File: config.mk
export PLATFORM = sky130hd
export DESIGN_NAME = amw_seq
export DESIGN_NICKNAME = d
export VERILOG_FILES = /design/src/rtl/amw_pkg.sv /design/src/rtl/amw_ack_sync.sv /design/src/rtl/amw_strobe_timer.sv /design/src/rtl/amw_turn_gap.sv /design/src/rtl/amw_seq.sv
export SDC_FILE = /design/constraint.sdc
export NUM_CORES = 1
export LEC_CHECK = 0
export BUFFER_PORTS_ARGS = -buffer_cell sky130_fd_sc_hd__clkbuf_2
export CORE_ASPECT_RATIO = 0.8
export CORE_MARGIN = 4
export CORE_UTILIZATION = 48
export CTS_BUF_LIST = sky130_fd_sc_hd__clkbuf_4 sky130_fd_sc_hd__clkbuf_8
export CTS_CLUSTER_SIZE = 20
export DETAILED_ROUTE_END_ITERATION = 12
export HOLD_SLACK_MARGIN = 0.02
export PLACE_DENSITY = 0.8
export SLEW_MARGIN = 20
export SYNTH_ARGS = -nofsm -noshare
export SYNTH_HDL_FRONTEND = slang
export SYNTH_SLANG_ARGS = --single-unit
File: constraint.sdc
create_clock -name clk -period 2.7 [get_ports clk]
set_clock_uncertainty 0.15 [all_clocks]
set_input_delay 0.81 -clock clk [delete_from_list [all_inputs] [get_ports clk]]
set_output_delay 0.81 -clock clk [all_outputs]
set_load 0.05 [all_outputs]
File: src/rtl/amw_pkg.sv
// Shared definitions for the asynchronous write strobe sequencer.
// Assumes: nothing beyond standard SystemVerilog.
package amw_pkg;

    // Shortest strobe in clocks, so that data is driven before the strobe rises
    localparam int unsigned AMW_MIN_STROBE  = 2;
    // Fixed strobe length when a bank is not in asynchronous mode
    localparam int unsigned AMW_SYNC_STROBE = 2;
    // Extra idle clocks a read waits after a write has fully ended
    localparam int unsigned AMW_RD_TURN     = 1;

    typedef enum logic [1:0] {
        ST_IDLE   = 2'd0,
        ST_SETUP  = 2'd1,
        ST_STROBE = 2'd2,
        ST_HOLD   = 2'd3
    } amw_state_e;

endpackage

File: src/rtl/amw_ack_sync.sv
// Multi-flop synchronizer for the device acknowledge input.
// Assumes: ack_in may change at any time; STAGES is at least 2.
module amw_ack_sync #(
    parameter int STAGES = 2
) (
    input  logic clk,
    input  logic rst_n,
    input  logic ack_in,
    output logic ack_sync
);

    logic [STAGES-1:0] shreg;

    // Shift the raw acknowledge through the flop chain
    always_ff @(posedge clk) begin
        if (!rst_n) begin
            shreg <= '0;
        end else begin
            shreg <= {shreg[STAGES-2:0], ack_in};
        end
    end

    assign ack_sync = shreg[STAGES-1];

endmodule

File: src/rtl/amw_strobe_timer.sv
// Times one strobe: counts wait clocks, then counts extension clocks while
// acknowledge is low, up to a timeout limit.
// Assumes: weff >= 2; run is high for exactly the strobe clocks of one access.
module amw_strobe_timer #(
    parameter int WAIT_W = 4,
    parameter int TMO_W  = 8
) (
    input  logic              clk,
    input  logic              rst_n,
    input  logic              run,
    input  logic [WAIT_W-1:0] weff,
    input  logic              ack_ok,
    input  logic [TMO_W-1:0]  tmo,
    output logic              first,
    output logic              done,
    output logic              timed_out
);

    logic [WAIT_W-1:0] cnt;
    logic [WAIT_W:0]   cnt_nx;
    logic [TMO_W-1:0]  ext;
    logic              wait_done;
    logic              ext_full;

    assign cnt_nx    = {1'b0, cnt} + {{WAIT_W{1'b0}}, 1'b1};
    assign wait_done = (cnt_nx >= {1'b0, weff});
    assign ext_full  = (ext == tmo);

    // Count wait clocks, then extension clocks, and clear between strobes
    always_ff @(posedge clk) begin
        if (!rst_n) begin
            cnt <= '0;
            ext <= '0;
        end else if (!run) begin
            cnt <= '0;
            ext <= '0;
        end else if (!wait_done) begin
            cnt <= cnt + WAIT_W'(1);
        end else if (!ack_ok && !ext_full) begin
            ext <= ext + TMO_W'(1);
        end
    end

    assign first     = run && (cnt == '0);
    assign done      = run && wait_done && (ack_ok || ext_full);
    assign timed_out = run && wait_done && !ack_ok && ext_full;

endmodule

File: src/rtl/amw_turn_gap.sv
// Holds off read requests for a fixed number of idle clocks after a write ends.
// Assumes: wr_end pulses for one clock as the sequencer returns to idle.
module amw_turn_gap #(
    parameter int TURN = 1
) (
    input  logic clk,
    input  logic rst_n,
    input  logic wr_end,
    input  logic idle,
    output logic rd_block
);

    localparam int GAP_W = (TURN > 1) ? $clog2(TURN + 1) : 1;

    logic [GAP_W-1:0] gap;

    // Load the turnaround count at write end and run it down while idle
    always_ff @(posedge clk) begin
        if (!rst_n) begin
            gap <= '0;
        end else if (wr_end) begin
            gap <= GAP_W'(TURN);
        end else if (idle && (gap != '0)) begin
            gap <= gap - GAP_W'(1);
        end
    end

    assign rd_block = (gap != '0);

endmodule

File: src/rtl/amw_seq.sv
// Asynchronous memory access sequencer (top). Accepts one write or read-start
// request at a time and produces setup, strobe and hold phases with chip
// select, address, data enable and active-low strobes.
// Assumes: req_bank < NBANK; request fields are stable while req_valid is high
// and not yet accepted; mem_ack is asynchronous to clk.
module amw_seq
    import amw_pkg::*;
#(
    parameter int ADDR_W = 16,
    parameter int DATA_W = 16,
    parameter int NBANK  = 4,
    parameter int WAIT_W = 4,
    parameter int HOLD_W = 3,
    parameter int TMO_W  = 8,
    localparam int BANK_W = (NBANK > 1) ? $clog2(NBANK) : 1
) (
    input  logic              clk,
    input  logic              rst_n,
    input  logic              req_valid,
    output logic              req_ready,
    input  logic              req_read,
    input  logic [BANK_W-1:0] req_bank,
    input  logic [ADDR_W-1:0] req_addr,
    input  logic [DATA_W-1:0] req_data,
    input  logic              cfg_async,
    input  logic [WAIT_W-1:0] cfg_wait,
    input  logic [HOLD_W-1:0] cfg_hold,
    input  logic [TMO_W-1:0]  cfg_tmo,
    output logic [NBANK-1:0]  mem_cs_n,
    output logic [ADDR_W-1:0] mem_addr,
    output logic [DATA_W-1:0] mem_wdata,
    output logic              mem_wdata_oe,
    output logic              mem_we_n,
    output logic              mem_rd_n,
    input  logic              mem_ack,
    output logic              err_tmo
);

    amw_state_e        state;
    logic              rd_q;
    logic [BANK_W-1:0] bank_q;
    logic [ADDR_W-1:0] addr_q;
    logic [DATA_W-1:0] data_q;
    logic              async_q;
    logic [WAIT_W-1:0] weff_q;
    logic [HOLD_W-1:0] hold_q;
    logic [TMO_W-1:0]  tmo_q;
    logic [HOLD_W-1:0] hcnt;
    logic              err_q;

    logic [WAIT_W-1:0] weff_req;
    logic              ack_s;
    logic              ack_ok;
    logic              strobe_run;
    logic              strobe_first;
    logic              strobe_done;
    logic              strobe_tmo;
    logic              rd_block;
    logic              accept;
    logic              busy;
    logic              wr_end;

    // Effective wait count for an incoming request
    always_comb begin
        if (!cfg_async) begin
            weff_req = WAIT_W'(AMW_SYNC_STROBE);
        end else if (cfg_wait < WAIT_W'(AMW_MIN_STROBE)) begin
            weff_req = WAIT_W'(AMW_MIN_STROBE);
        end else begin
            weff_req = cfg_wait;
        end
    end

    assign busy       = (state != ST_IDLE);
    assign req_ready  = !busy && !(req_read && rd_block);
    assign accept     = req_valid && req_ready;
    assign strobe_run = (state == ST_STROBE);
    assign ack_ok     = !async_q || ack_s;
    assign wr_end     = !rd_q &&
                        ((strobe_done && (hold_q == '0)) ||
                         ((state == ST_HOLD) && (hcnt == HOLD_W'(1))));

    amw_ack_sync #(
        .STAGES (2)
    ) ack_sync_i (
        .clk      (clk),
        .rst_n    (rst_n),
        .ack_in   (mem_ack),
        .ack_sync (ack_s)
    );

    amw_strobe_timer #(
        .WAIT_W (WAIT_W),
        .TMO_W  (TMO_W)
    ) timer_i (
        .clk       (clk),
        .rst_n     (rst_n),
        .run       (strobe_run),
        .weff      (weff_q),
        .ack_ok    (ack_ok),
        .tmo       (tmo_q),
        .first     (strobe_first),
        .done      (strobe_done),
        .timed_out (strobe_tmo)
    );

    amw_turn_gap #(
        .TURN (AMW_RD_TURN)
    ) turn_i (
        .clk      (clk),
        .rst_n    (rst_n),
        .wr_end   (wr_end),
        .idle     (!busy),
        .rd_block (rd_block)
    );

    // Capture the request and its timing settings on acceptance
    always_ff @(posedge clk) begin
        if (!rst_n) begin
            rd_q    <= 1'b0;
            bank_q  <= '0;
            addr_q  <= '0;
            data_q  <= '0;
            async_q <= 1'b0;
            weff_q  <= WAIT_W'(AMW_MIN_STROBE);
            hold_q  <= '0;
            tmo_q   <= '0;
        end else if (accept) begin
            rd_q    <= req_read;
            bank_q  <= req_bank;
            addr_q  <= req_addr;
            data_q  <= req_data;
            async_q <= cfg_async;
            weff_q  <= weff_req;
            hold_q  <= cfg_async ? cfg_hold : '0;
            tmo_q   <= cfg_tmo;
        end
    end

    // Phase sequencing: idle, setup, strobe, optional hold
    always_ff @(posedge clk) begin
        if (!rst_n) begin
            state <= ST_IDLE;
            hcnt  <= '0;
        end else begin
            case (state)
                ST_IDLE: begin
                    if (accept) begin
                        state <= ST_SETUP;
                    end
                end
                ST_SETUP: begin
                    state <= ST_STROBE;
                end
                ST_STROBE: begin
                    if (strobe_done) begin
                        if (!rd_q && (hold_q != '0)) begin
                            state <= ST_HOLD;
                            hcnt  <= hold_q;
                        end else begin
                            state <= ST_IDLE;
                        end
                    end
                end
                ST_HOLD: begin
                    if (hcnt == HOLD_W'(1)) begin
                        state <= ST_IDLE;
                    end else begin
                        hcnt <= hcnt - HOLD_W'(1);
                    end
                end
                default: begin
                    state <= ST_IDLE;
                end
            endcase
        end
    end

    // Timeout flag: one clock, aligned with the strobe rising
    always_ff @(posedge clk) begin
        if (!rst_n) begin
            err_q <= 1'b0;
        end else begin
            err_q <= strobe_tmo;
        end
    end

    // One chip select per bank, low during setup, strobe and hold
    for (genvar b = 0; b < NBANK; b++) begin : g_cs
        assign mem_cs_n[b] = !(busy && (bank_q == BANK_W'(b)));
    end

    assign mem_addr     = addr_q;
    assign mem_wdata    = data_q;
    assign mem_we_n     = !(strobe_run && !rd_q);
    assign mem_rd_n     = !(strobe_run && rd_q);
    assign mem_wdata_oe = (strobe_run && !rd_q && !strobe_first) ||
                          (state == ST_HOLD);
    assign err_tmo      = err_q;

endmodule

* After elaboration in Yosys (flattened, before gate mapping) *
Cells that the tools add are included.

storage, ports and cells
  latch bits = 0
  word-level logic and storage cells = 99
  bits in registers = 72
  RAM bits = 0
  output and inout bits = 41
  input bits = 55
  bits in read-only memories = 0
  memories = 0

cells by class
  add/subtract/negate cells = 5
  bitwise gates (word level) = 0
  equality and inequality tests = 13
  multipliers = 0
  div/mod/pow operators = 0
  reduce and logical (&&, ||, !) cells = 50
  muxes and demuxes = 14
  order comparisons = 2
  shift-type cells = 0

operators with widths
  operator             number
  $logic_and 1x1->1    21
  $logic_not 1->1      13
  $mux 3               4
  $add 8x1->8 const B  1
  $eq 2x2->1 const B   4
  $eq 8x8->1           1
  $mux 2               4
  $mux 4               2
  $pmux 2 s4           1
  $ne 2x1->1 const B   3
  $pmux 3 s2           1
  $reduce_bool 2->1    3
  $add 4x1->5 const B  1
  $ge 5x4->1           1
  $add 4x1->4 const B  1
  $eq 2x1->1 const B   2
  $logic_not 2->1      2
  $logic_not 4->1      1
  $logic_or 1x1->1     4
  $lt 4x2->1 const B   1
  $ne 2x2->1 const B   2
  $reduce_and 2->1     2
  $reduce_and 4->1     1
  $eq 3x1->1 const B   1
  6 further kinds      7

* Depth between registers and ports, before layout *
Gate-level depths: netlist (run 1).

  depth after elaboration = 8
  mapped depth = 9
  mapped depth without buffers = 9

* By module *
A second synthesis (run 1) with hierarchy kept.

second synthesis, totals
  cells, all modules = 395
  area, all modules = 3171.8 µm²

by module, submodules not included
  module            cells an instance  times used  seq. area each (µm²)  area each (µm²)
  amw_seq           285                1           1141.1                2224.6
  amw_strobe_timer  103                1           240.2                 853.3
  amw_ack_sync      4                  1           40.0                  52.6
  amw_turn_gap      3                  1           20.0                  41.3

* Least setup slack after synthesis (run 1) *
OpenSTA, ideal clock, no wires.

  path type = reg-to-output
  start = register state[1]
  end = output port mem_wdata_oe
  data arrival time = 2.180 ns
  stages on the path, launching flop included = 4
  path slack = -0.440 ns
  data required time = 1.740 ns
  path through = dfxtp_1 > nor2b_1 > nand2_1 > o21ai_0

between the ends
  longest elaborated chain between the ends = 5
  elaborated cells between the ends (all ways) = 7
  classes of those cells = eq/ne: 2; reduce/logical: 5

ends and longest elaborated chain
  element                   line                    text
  start: declaration        amw_seq.sv:39           amw_state_e state;
  start signal: assignment  amw_seq.sv:143          state <= ST_IDLE;
  start signal: assignment  amw_seq.sv:149          state <= ST_SETUP;
  start signal: assignment  amw_seq.sv:153          state <= ST_STROBE;
  $eq 2x2->1                amw_seq.sv:77           assign strobe_run = (state == ST_STROBE);
  $logic_and 1x1->1         amw_strobe_timer.sv:44  assign first = run && (cnt == '0);
  $logic_not 1->1           amw_seq.sv:197          assign mem_wdata_oe = (strobe_run && !rd_q && !strobe_first) ||
  $logic_and 1x1->1         amw_seq.sv:197
  $logic_or 1x1->1 *        amw_seq.sv:197
  end: declaration          amw_seq.sv:32           output logic mem_wdata_oe,

Every way passes the cells marked *; elsewhere a longest branch is shown, timed or not.

* Worst setup path in the final report (run 1) *
Ends and elaborated chain as after synthesis.

==> results by group, run 1 <==
Power and ir drop
  – Seq pwr share: 48.1%
  – Max VDD drop: 0.335 mV
  – Power density cells: 605 nW/um^2
  – Switching Fraction: 31.0%
  – Clk pwr share: 31.6%
  – P_leak: 1.77 nW
  – Pint: 1.66 mW
  – Combinational group share of total power: 20.3%
  – Sw power: 747 uW

Yosys
  – Synth Register Bits: 72
  – Mapped cell area: 3250 um^2
  – Seq/Total Area, Yosys: 44.4%
  – Syn Area/Cell: 8.71 um^2
  – Top post-synthesis cells by area: dfxtp_1 44%, nand2_1 12%, a21boi_0 11%
  – Most frequent cells after synthesis: 106 x nand2_1, 72 x dfxtp_1, 49 x a21boi_0, 14 x clkbuf_1, 13 x nor2_1
  – Synth async-reset ratio: 0%
  – Cell taking the most area after synthesis: dfxtp_1
  – Synthesized instance count: 373
  – EDFF count, synth: 0
  – Synth top area share: 44.4%
  – Yosys cell types: 50
  – Top FF cell, synth: dfxtp_1
  – Most frequent cell after synthesis: nand2_1
  – Synth Warn #: 0
  – Post-Syn Nets: 437

Floorplan
  – I/O pin total: 96
  – Initial Utilization: 50.2%
  – Core Area: 6470 um^2
  – Die X: 100 um
  – Chip height: 81.6 um
  – Die area: 8160 um^2
  – Row count: 26

Global route
  – Gr usage total: 18.9%
  – Largest net degree at the start of global routing: 62
  – Vias in the first global route: 2657
  – Initial antenna violation count: 0
  – Global-route wire length before repair: 12400 um
  – Remaining Overflow, GRT: 0

Route
  – DR WL/cell: 13.4 um
  – Uppermost layer routed: met4
  – Met2 wire len: 3620 um
  – WL final: 7400 um
  – Detail Route Antenna Nets: 0
  – Wl on met1: 3280 um
  – First-pass DRT Iterations: 4
  – Met3 Wirelength: 489 um
  – Vias per cell: 5.08
  – Remaining routing DRC violations: 0
  – Vias: 2807
  – 1st-iter DRT viols: 108

Placed design
  – Worst slack, placed: 0.0515 ns
  – Placed insts: 538
  – Post-DP HPWL: 5480 um
  – # port buffers: 95
  – Final Wtd Congestion: 0.811
  – Placed Area: 3800 um^2

CTS
  – H-tree levels: 3
  – Clk Latency, worst-skew pair: 0.33 ns
  – Clock slew at reported path FFs: 0.07 ns
  – CTS Sinks: 72
  – Max clock buf depth: 2
  – CTS tree: yes
  – Inserted Clock Buffers: 9
  – Root Buffer: clkbuf_8

Timing
  – FMAX: 0.385 GHz
  – Post-route setup slack: 0.105 ns
  – RSZ-0062 raised after global routing: no
  – Minimum clock period: 2.59 ns
  – Endpoints failing hold: 0
  – Final setup vio count: 0
  – Max Slew Vio Count: 0
  – Setup_tns: 0 ns
  – Worst slew pin tran: 0.509 ns
  – Slew HR: 66.1%
  – Final worst-path cycle share: 96.1%

Final layout
  – Final Cell Area: 3990 um^2
  – Fin cells: 553
  – Share of cells above drive strength 1: 28.4%
  – Nets: 529
  – Synthesis-to-finish area growth: 22.7%
  – Final core utilization: 61.6%
  – Antenna fix cells: 0

Setup path
  – Reg-to-Reg End: hcnt[0]
  – Crit Path Category: reg -> out
  – Reg2reg path depth: 8
  – CP max-delay cell: dfxtp_1
  – Worst r2r src: timer_i.cnt[0]
  – Critical-path cell list: nor2b_2 > nand2_1 > o21ai_2 > clkbuf_2
  – Data required, critical path: 1.74 ns
  – Worst reg-to-reg setup slack: 0.14 ns
  – CP endpoint kind: output port
  – CP max FO: 6
  – Crit start category: flip-flop
  – Critical path arrival: 1.63 ns
  – Max incr delay on CP: 0.43 ns

Min path
  – Min-Delay Path Class: reg -> reg
  – Hold_sp: ack_sync_i.shreg[0]
  – Hold Path Sink: ack_sync_i.shreg[1]
  – Hold depth: 1

Run
  – Count of max-cap constraint violations: 0

Outcome
  – Status: complete, no violations
==> how the worst max path moves through the flow <==
| stage | from | to | cells past startpoint |
|---|---|---|---|
| final | state[1] | mem_wdata_oe | 4 |
| after global routing | state[1] | mem_wdata_oe | 4 |
| after CTS | state[1] | mem_wdata_oe | 4 |
| after detailed placement | timer_i.cnt[0] | hcnt[1] | 8 |
| after global placement | timer_i.cnt[0] | hcnt[0] | 7 |
| after floorplan | state[1] | mem_wdata_oe | 3 |
==> area by class of cell <==
cell class              instances  area, um^2
clock buffers                  12         159
inverters                      11        41.3
flip-flops and latches         72        1440
fillers                       599        2490
multi-input cells             271        1700
repair buffers                100         526
clock inverters                 3        17.5
well taps                      84         105
==> power by group through the flow <==
stage	logic [mW]	registers, mW	clock network (mW)
after detailed placement	0.494	1.18	0
after floorplan	0.234	1.30	0
after global routing	0.534	1.17	0.835
after global placement	0.485	1.18	0
after CTS	0.495	1.16	0.783
final	0.490	1.16	0.760
==> metrics by stage <==
stage,power (mW),hold WS [ns]
after global routing,2.54,0.313
after global placement,1.66,0.268
after floorplan,1.53,0.262
after CTS,2.44,0.293
final,2.41,0.291
after detailed placement,1.68,0.272
==> logic make-up after synthesis <==
logic type	Yosys count	share of synthesized area [%]
AND/OR/NAND/NOR	163	23.3
XOR/XNOR	15	4.74
flip-flops	72	44.4
multiplexers	2	0.616
adder cells (fa/ha/maj)	9	3.47
AO/OA/AOI/OAI	82	19.7
buffers and inverters	30	3.85
==> state kept, by name (all words and copies together) (netlist names) <==
register          cells
hold_q                3
hcnt                  3
mem_addr             16
bank_q                2
turn_i.rd_block       1
weff_q                4
ack_sync_i.shreg      2
mem_wdata            16
state                 2
async_q               1
timer_i.cnt           4
err_tmo               1
tmo_q                 8
rd_q                  1
timer_i.ext           8
==> per-layer routing <==
metal  up-vias  GRT usage, %
met1      1295          22.5
met2        78          33.2
met4         0          4.04
met3         2          6.88
met5         -             0
li1       1432             -
==> what timing repair did <==
item / CTS / global route
hold buffers: 0 / 0
endpoints found under the setup margin: 0 / 6
buffers inserted: 0 / 0
resized for setup: 0 / 3
==> placed cells by master (no fill, tap or decap), drive strengths merged, types with 7 or more instances in the layout <==
master | netlist | final
a21boi | 50 | 50
a21oi | 7 | 7
clkbuf | 14 | 107
dfxtp | 72 | 72
ha | 9 | 9
inv | 11 | 11
nand2 | 107 | 107
nand3 | 12 | 12
nor2 | 13 | 13
o21ai | 9 | 9
xor2 | 13 | 13
==> critical path: cells and delay by family (launching register included) <==
| kind | cells | cell delay, ns |
|---|---|---|
| AO/OA/AOI/OAI | 1 | 0.17 |
| buffers and inverters | 1 | 0.29 |
| flip-flops | 1 | 0.43 |
| AND/OR/NAND/NOR | 2 | 0.42 |
(Power assumes the default switching activity.)
==> run 2: changes to the inputs <==
- SYNTH_HIERARCHICAL: default -> 1
==> results by group, run 2 <==
Outcome
  – Status: complete, no violations

Final layout
  – Synthesis-to-finish area growth: 27.7%
  – Final Cell Area: 4050 um^2 (+1.6%)
  – Most common cell after layout, fill and taps aside: nand2_1
  – Share of cells above drive strength 1: 30.5% (+2.2 points)
  – Final core utilization: 63.2% (+1.6 points)
  – Most frequent cells in the layout: 106 x nand2_1, 94 x clkbuf_2, 69 x dfxtp_1
  – Filler Cell Count: 538 (-10%)
  – Nets: 560 (+5.9%)
  – Antenna fix cells: 0 (unchanged)

Yosys
  – Synth async-reset ratio: 0% (unchanged)
  – Top post-synthesis cells by area: dfxtp_1 45%, nand2_1 13%, a21oi_1 9.5%
  – Synth Warn #: 6 (+6)
  – Yosys cell types: 48 (-4.0%)
  – EDFF count, synth: 0 (unchanged)
  – Multiplexer share of the synthesized area: 0.947% (+0.33 points)
  – Synth top area share: 45.4% (+1.1 points)
  – Post-Syn Nets: 459 (+5.0%)
  – Mapped cell area: 3170 um^2 (-2.4%)
  – Most frequent cell after synthesis: nand2_1
  – Synth Register Bits: 72 (unchanged)
  – Post-Synth XOR/XNOR Area: 3.04% (-1.7 points)
  – Most frequent cells after synthesis: 107 x nand2_1, 72 x dfxtp_1, 60 x a21oi_1, 20 x nor2_1, 19 x nand3_1
  – Post-Synth Simple-Gate Area: 23.7% (+0.49 points)
  – Largest family of logic cells by synthesized area: simple AND/OR/NAND/NOR gates
  – Top FF cell, synth: dfxtp_1
  – Post-synthesis adder-cell area fraction: 3.55% (+0.085 points)
  – Seq/Total Area, Yosys: 45.4% (+1.1 points)
  – Syn Area/Cell: 8.03 um^2 (-7.8%)
  – Synthesized instance count: 395 (+5.9%)
  – Compound-Gate Fraction of Synth Area: 18.6% (-1.1 points)
  – Cell taking the most area after synthesis: dfxtp_1

Setup path
  – Worst reg-to-reg setup slack: 0.02 ns (-0.12 ns)
  – Crit start category: flip-flop
  – CP endpoint kind: flip-flop
  – Critical path arrival: 2.82 ns (+1.19 ns)
  – Worst r2r src: timer_i/cnt[0]
  – Crit Path Category: reg -> reg
  – Critical Path Sink: hcnt[0]
  – Reg-to-Reg End: hcnt[0]
  – CP max FO: 5 (-1)
  – Data required, critical path: 2.84 ns (+1.10 ns)
  – Reg2reg path depth: 11 (+3)
  – Worst Setup SP: timer_i/cnt[0]

Timing
  – WHS: 0.307 ns (+0.0158 ns)
  – FMAX: 0.373 GHz (-3.2%)
  – Worst slew pin tran: 0.685 ns (+0.176 ns)
  – Final setup vio count: 0 (unchanged)
  – Final worst-path cycle share: 99.3% (+3.2 points)
  – Setup_tns: 0 ns (unchanged)
  – Endpoints failing hold: 0 (unchanged)
  – Slew HR: 54.0% (-12 points)
  – Max Slew Vio Count: 0 (unchanged)
  – RSZ-0062 raised after global routing: yes
  – Minimum clock period: 2.68 ns (+0.0863 ns)

Floorplan
  – Initial Utilization: 49.5% (-0.70 points)
  – Die X: 98.9 um (-1.1%)
  – Die area: 7980 um^2 (-2.2%)
  – I/O pin total: 96 (unchanged)
  – Core Area: 6410 um^2 (-1.0%)
  – Row count: 26 (unchanged)
  – Chip height: 80.7 um (-1.1%)

Placed design
  – Final Wtd Congestion: 0.917 (+13%)
  – # port buffers: 95 (unchanged)
  – Post-DP HPWL: 6010 um (+9.6%)
  – Placed Area: 3740 um^2 (-1.8%)

Global route
  – Largest net degree at the start of global routing: 39 (-37%)
  – Vias in the first global route: 3050 (+15%)
  – Gr usage total: 21.7% (+2.8 points)
  – Initial antenna violation count: 0 (unchanged)
  – Global-route wire length before repair: 13900 um (+12%)
  – Remaining Overflow, GRT: 0 (unchanged)

CTS
  – H-tree levels: 3 (unchanged)
  – CTS tree: yes
  – Inserted Clock Buffers: 9 (unchanged)
  – CTS Sinks: 72 (unchanged)
  – Hold Buf Count CTS: 0 (unchanged)
  – Clk Latency, worst-skew pair: 0.34 ns (about the same)
  – Max clock buf depth: 2 (unchanged)
  – Root Buffer: clkbuf_8
  – Clock slew at reported path FFs: 0.08 ns (about the same)

Route
  – DR WL/cell: 14.8 um (+11%)
  – Remaining routing DRC violations: 0 (unchanged)
  – Vias per cell: 5.38 (+6.0%)
  – Detail Route Antenna Nets: 0 (unchanged)
  – 1st-iter DRT viols: 146 (+35%)
  – Vias: 3147 (+12%)
  – WL final: 8690 um (+17%)
  – First-pass DRT Iterations: 4 (unchanged)

Power and ir drop
  – P_leak: 1.74 nW (-1.4%)
  – Max VDD drop: 0.443 mV (+32%)
  – Power density cells: 649 nW/um^2 (+7.4%)
  – Pwr Total: 2.63 mW (+9.1%)

Run
  – Count of max-cap constraint violations: 0 (unchanged)

Min path
  – Min-Delay Path Class: reg -> reg
run 2: changes by cell type after synthesis, moves of 4 or more:
cell / change
a21boi_0: -49
a21oi_1: +54
buf_4: +6
nand3_1: +7
nor2_1: +7
nor3_1: +4
run 2: cells by family (layout without fill, tap and decap cells):
| logic type | Yosys count | count (layout) |
|---|---|---|
| AND/OR/NAND/NOR | 174 | 174 |
| AO/OA/AOI/OAI | 95 | 95 |
| flip-flops | 72 | 72 |
| buffers and inverters | 31 | 137 |
| XOR/XNOR | 11 | 11 |
| adder cells (fa/ha/maj) | 9 | 9 |
| multiplexers | 3 | 3 |
run 2: where the power goes:
| group | internal (mW) | switching (mW) |
|---|---|---|
| sequential | 1.13 | 0.0483 |
| combinational | 0.191 | 0.464 |
| clock | 0.368 | 0.427 |
| total | 1.69 | 0.940 |
run 2: final cells by class:
cell class                 count  area, um^2  area share, %
clock inverter                 6        50.0           1.24
inverter                      10        37.5          0.927
timing repair buffer         111         596           14.7
sequential                    72        1450           35.9
tap                           84         105           2.60
multi-input combinational    292        1670           41.3
clock buffer                  10         138           3.40
run 2: worst min path at each step:
stage	slack (ns)	cells past startpoint	end	from
global placement	0.27	1	ack_sync_i/shreg[1]	ack_sync_i/shreg[0]
global route	0.33	2	mem_wdata[7]	mem_wdata[7]
CTS	0.31	2	mem_addr[5]	mem_addr[5]
finish	0.31	2	mem_addr[9]	mem_addr[9]
floorplan	0.26	1	ack_sync_i/shreg[1]	ack_sync_i/shreg[0]
detailed placement	0.30	2	mem_addr[5]	mem_addr[5]
run 2: timing repair:
action,4_1_cts,5_1_grt
gates resized for setup,0,22
buffers inserted,0,4
endpoints found under the setup margin,0,8
run 2: per-stage QoR:
step	cells	worst slack, ns
2_1_floorplan	395	0.0322
3_3_place_gp	565	0.149
3_5_place_dp	565	0.0751
4_1_cts	581	0.0183
5_1_grt	585	-0.0857
6_report	585	0.0188
run 2: critical path, cell delays in order, from the launching register on:
cell and delay [ns]:
dfxtp_4 0.39, inv_1 0.07, ha_1 0.35, ha_4 0.31, a2111oi_4 0.08, o21ai_2 0.16, nand2_2 0.08, nor2_2 0.13
nand2b_1 0.11, o32a_1 0.41, o31ai_2 0.20, o311a_1 0.19
run 2: routing by layer:
| layer | global-route usage (%) | vias to the layer above | wire (um) |
|---|---|---|---|
| li1 | - | 1550 | - |
| met1 | 24.6 | 1468 | 3500 |
| met2 | 35.9 | 115 | 4190 |
| met3 | 10.9 | 14 | 864 |
| met4 | 6.96 | 0 | 123 |
| met5 | 0 | - | 0 |
==> run 3: changes to the inputs <==
- ABC_AREA: default -> 1
==> results by group, run 3 <==
Placed design
  – Post-DP HPWL: 5850 um (-2.7%)
  – Final Wtd Congestion: 0.870 (-5.2%)
  – Placed insts: 633 (+12%)
  – Placed Area: 3830 um^2 (+2.6%)
  – # port buffers: 95 (unchanged)

Yosys
  – Synth async-reset ratio: 0% (unchanged)
  – Post-Synth Simple-Gate Area: 29.5% (+5.7 points)
  – Synthesized instance count: 463 (+17%)
  – Syn Area/Cell: 7.16 um^2 (-11%)
  – Compound-Gate Fraction of Synth Area: 12.1% (-6.5 points)
  – Most frequent cells after synthesis: 173 x nand2_1, 72 x dfxtp_1, 65 x a21oi_1, 46 x inv_1, 19 x nor2_1
  – Mapped cell area: 3310 um^2 (+4.5%)
  – Synth Warn #: 6 (unchanged)
  – Seq/Total Area, Yosys: 43.5% (-2.0 points)
  – EDFF count, synth: 0 (unchanged)
  – Most frequent cell after synthesis: nand2_1
  – Post-synthesis adder-cell area fraction: 3.40% (-0.15 points)
  – Yosys cell types: 28 (-42%)
  – Top post-synthesis cells by area: dfxtp_1 43%, nand2_1 20%, a21oi_1 9.8%
  – Synth Register Bits: 72 (unchanged)
  – Largest family of logic cells by synthesized area: simple AND/OR/NAND/NOR gates
  – Post-Syn Nets: 527 (+15%)
  – Multiplexer share of the synthesized area: 0% (-0.95 points)
  – Synth top area share: 43.5% (-2.0 points)
  – Top FF cell, synth: dfxtp_1
  – Cell taking the most area after synthesis: dfxtp_1
  – Post-Synth XOR/XNOR Area: 2.38% (-0.66 points)

Floorplan
  – Row count: 26 (unchanged)
  – Die X: 101 um (+2.0%)
  – Core Area: 6540 um^2 (+2.0%)
  – Initial Utilization: 50.7% (+1.2 points)
  – I/O pin total: 96 (unchanged)
  – Chip height: 82.3 um (+2.0%)
  – Die area: 8310 um^2 (+4.1%)

Setup path
  – Reg2reg path depth: 15 (+4)
  – CP max FO: 4 (-1)
  – CP endpoint kind: output port
  – Crit Path Category: reg -> out
  – Reg-to-Reg End: hcnt[1]
  – Worst Setup SP: timer_i/cnt[0]
  – Crit start category: flip-flop
  – Worst reg-to-reg setup slack: 0.21 ns (+0.19 ns)
  – Worst r2r src: timer_i/cnt[0]
  – Critical Path Sink: mem_wdata_oe
  – Critical path arrival: 1.58 ns (-1.24 ns)
  – Data required, critical path: 1.74 ns (-1.10 ns)

Power and ir drop
  – Sw power: 1.55 mW (+65%)
  – Combinational group share of total power: 38.1% (+13 points)
  – Max VDD drop: 0.471 mV (+6.4%)
  – Clk pwr share: 25.7% (-4.5 points)
  – P_leak: 1.93 nW (+11%)
  – Seq pwr share: 36.2% (-8.6 points)
  – Pint: 2.12 mW (+26%)
  – Power density cells: 904 nW/um^2 (+39%)
  – Switching Fraction: 42.2% (+6.4 points)
  – Pwr Total: 3.67 mW (+40%)

CTS
  – CTS Sinks: 72 (unchanged)
  – Post-CTS Resized: 0 (unchanged)
  – Hold Buf Count CTS: 0 (unchanged)
  – Post-CTS setup buffer count: 0 (unchanged)
  – Inserted Clock Buffers: 9 (unchanged)
  – Clock slew at reported path FFs: 0.07 ns (about the same)
  – CTS tree: yes
  – H-tree levels: 3 (unchanged)
  – Root Buffer: clkbuf_8
  – Max clock buf depth: 2 (unchanged)
  – Clk Latency, worst-skew pair: 0.34 ns (about the same)

Timing
  – Max Slew Vio Count: 0 (unchanged)
  – Worst slew pin tran: 0.662 ns (-0.0230 ns)
  – RSZ-0062 raised after global routing: no
  – Slew HR: 55.8% (+1.8 points)
  – Endpoints failing hold: 0 (unchanged)
  – FMAX: 0.393 GHz (+5.5%)
  – Minimum clock period: 2.54 ns (-0.139 ns)
  – Final worst-path cycle share: 94.2% (-5.2 points)
  – Final setup vio count: 0 (unchanged)
  – Setup_tns: 0 ns (unchanged)

Route
  – Vias: 3200 (+1.7%)
  – Remaining routing DRC violations: 0 (unchanged)
  – Detail Route Antenna Nets: 0 (unchanged)
  – First-pass DRT Iterations: 4 (unchanged)
  – Vias per cell: 4.93 (-8.3%)
  – DR WL/cell: 12.2 um (-18%)
  – 1st-iter DRT viols: 155 (+6.2%)
  – WL final: 7910 um (-8.9%)

Min path
  – Hold depth: 2 (unchanged)
  – Min-Delay Path Class: reg -> reg

Global route
  – Gr usage total: 19.4% (-2.3 points)
  – Global-route wire length before repair: 12900 um (-6.8%)
  – Largest net degree at the start of global routing: 43 (+10%)
  – Remaining Overflow, GRT: 0 (unchanged)
  – Vias in the first global route: 2965 (-2.8%)
  – Initial antenna violation count: 0 (unchanged)

Final layout
  – Share of cells above drive strength 1: 24.1% (-6.5 points)
  – Synthesis-to-finish area growth: 22.6%
  – Final core utilization: 62.2% (-1.0 points)
  – Nets: 624 (+11%)
  – Antenna fix cells: 0 (unchanged)
  – Final Cell Area: 4060 um^2 (+0.37%)
  – Most common cell after layout, fill and taps aside: nand2_1
  – Fin cells: 649 (+11%)
  – Most frequent cells in the layout: 173 x nand2_1, 95 x clkbuf_2, 71 x dfxtp_1

Run
  – Count of max-cap constraint violations: 0 (unchanged)

Outcome
  – Status: complete, no violations
[run 3: cell types whose count changed in the layout (fill, tap and decap cells not counted), sizes merged, moves of 5 or more]
cell	before	now
nand4	1	6
buf	17	8
nand2	107	176
a21oi	60	67
inv	12	49
[run 3: kinds of logic after synthesis]
logic type      count (synthesis)
compound gates                 78
buf+inv                        66
xor+xnor                        9
flops                          72
fa+ha+maj                       9
simple gates                  229
[run 3: worst max-delay path, stage by stage, from the launching register on]
cell and delay (ns):
dfxtp_1 0.34, inv_1 0.11, ha_1 0.16, nand2_1 0.05
nor3_1 0.24, o21ai_1 0.11, clkbuf_2 0.24
[run 3: final cells by class]
type | instances | area, um^2
clock buffer | 10 | 131
clock inverter | 6 | 92.6
fill | 590 | 2470
inverter | 49 | 184
multi-input combinational | 325 | 1570
sequential | 72 | 1440
tap | 84 | 105
timing repair buffer | 103 | 536
[run 3: worst min path at each step]
stage	slack, ns	endpoint	startpoint
after floorplan	0.24	ack_sync_i/shreg[1]	ack_sync_i/shreg[0]
after global placement	0.26	ack_sync_i/shreg[1]	ack_sync_i/shreg[0]
after detailed placement	0.26	ack_sync_i/shreg[1]	ack_sync_i/shreg[0]
after CTS	0.28	ack_sync_i/shreg[1]	ack_sync_i/shreg[0]
after global routing	0.31	ack_sync_i/shreg[1]	ack_sync_i/shreg[0]
final	0.27	ack_sync_i/shreg[1]	ack_sync_i/shreg[0]
[run 3: through the flow]
step | setup slack (ns) | hold slack (ns)
after floorplan | 0.118 | 0.240
after global placement | 0.295 | 0.255
after detailed placement | 0.211 | 0.262
after CTS | 0.0720 | 0.276
after global routing | 0.0327 | 0.315
final | 0.158 | 0.267
[run 3: per-layer routing]
metal / part of all wire [%] / GRT usage (%) / up-vias
met5: 0 / 0 / -
met4: 0.88 / 5.18 / 0
met3: 7.3 / 6.13 / 8
met2: 48 / 34.8 / 91
met1: 44 / 22.7 / 1450
li1: - / - / 1651
[run 3: power groups by stage]
stage          clock, mW  combinational (mW)  sequential (mW)
2_1_floorplan          0               0.842             1.62
3_3_place_gp           0                1.37             1.34
3_5_place_dp           0                1.40             1.35
4_1_cts            0.965                1.40             1.33
5_1_grt             1.01                1.53             1.35
6_report           0.943                1.40             1.33
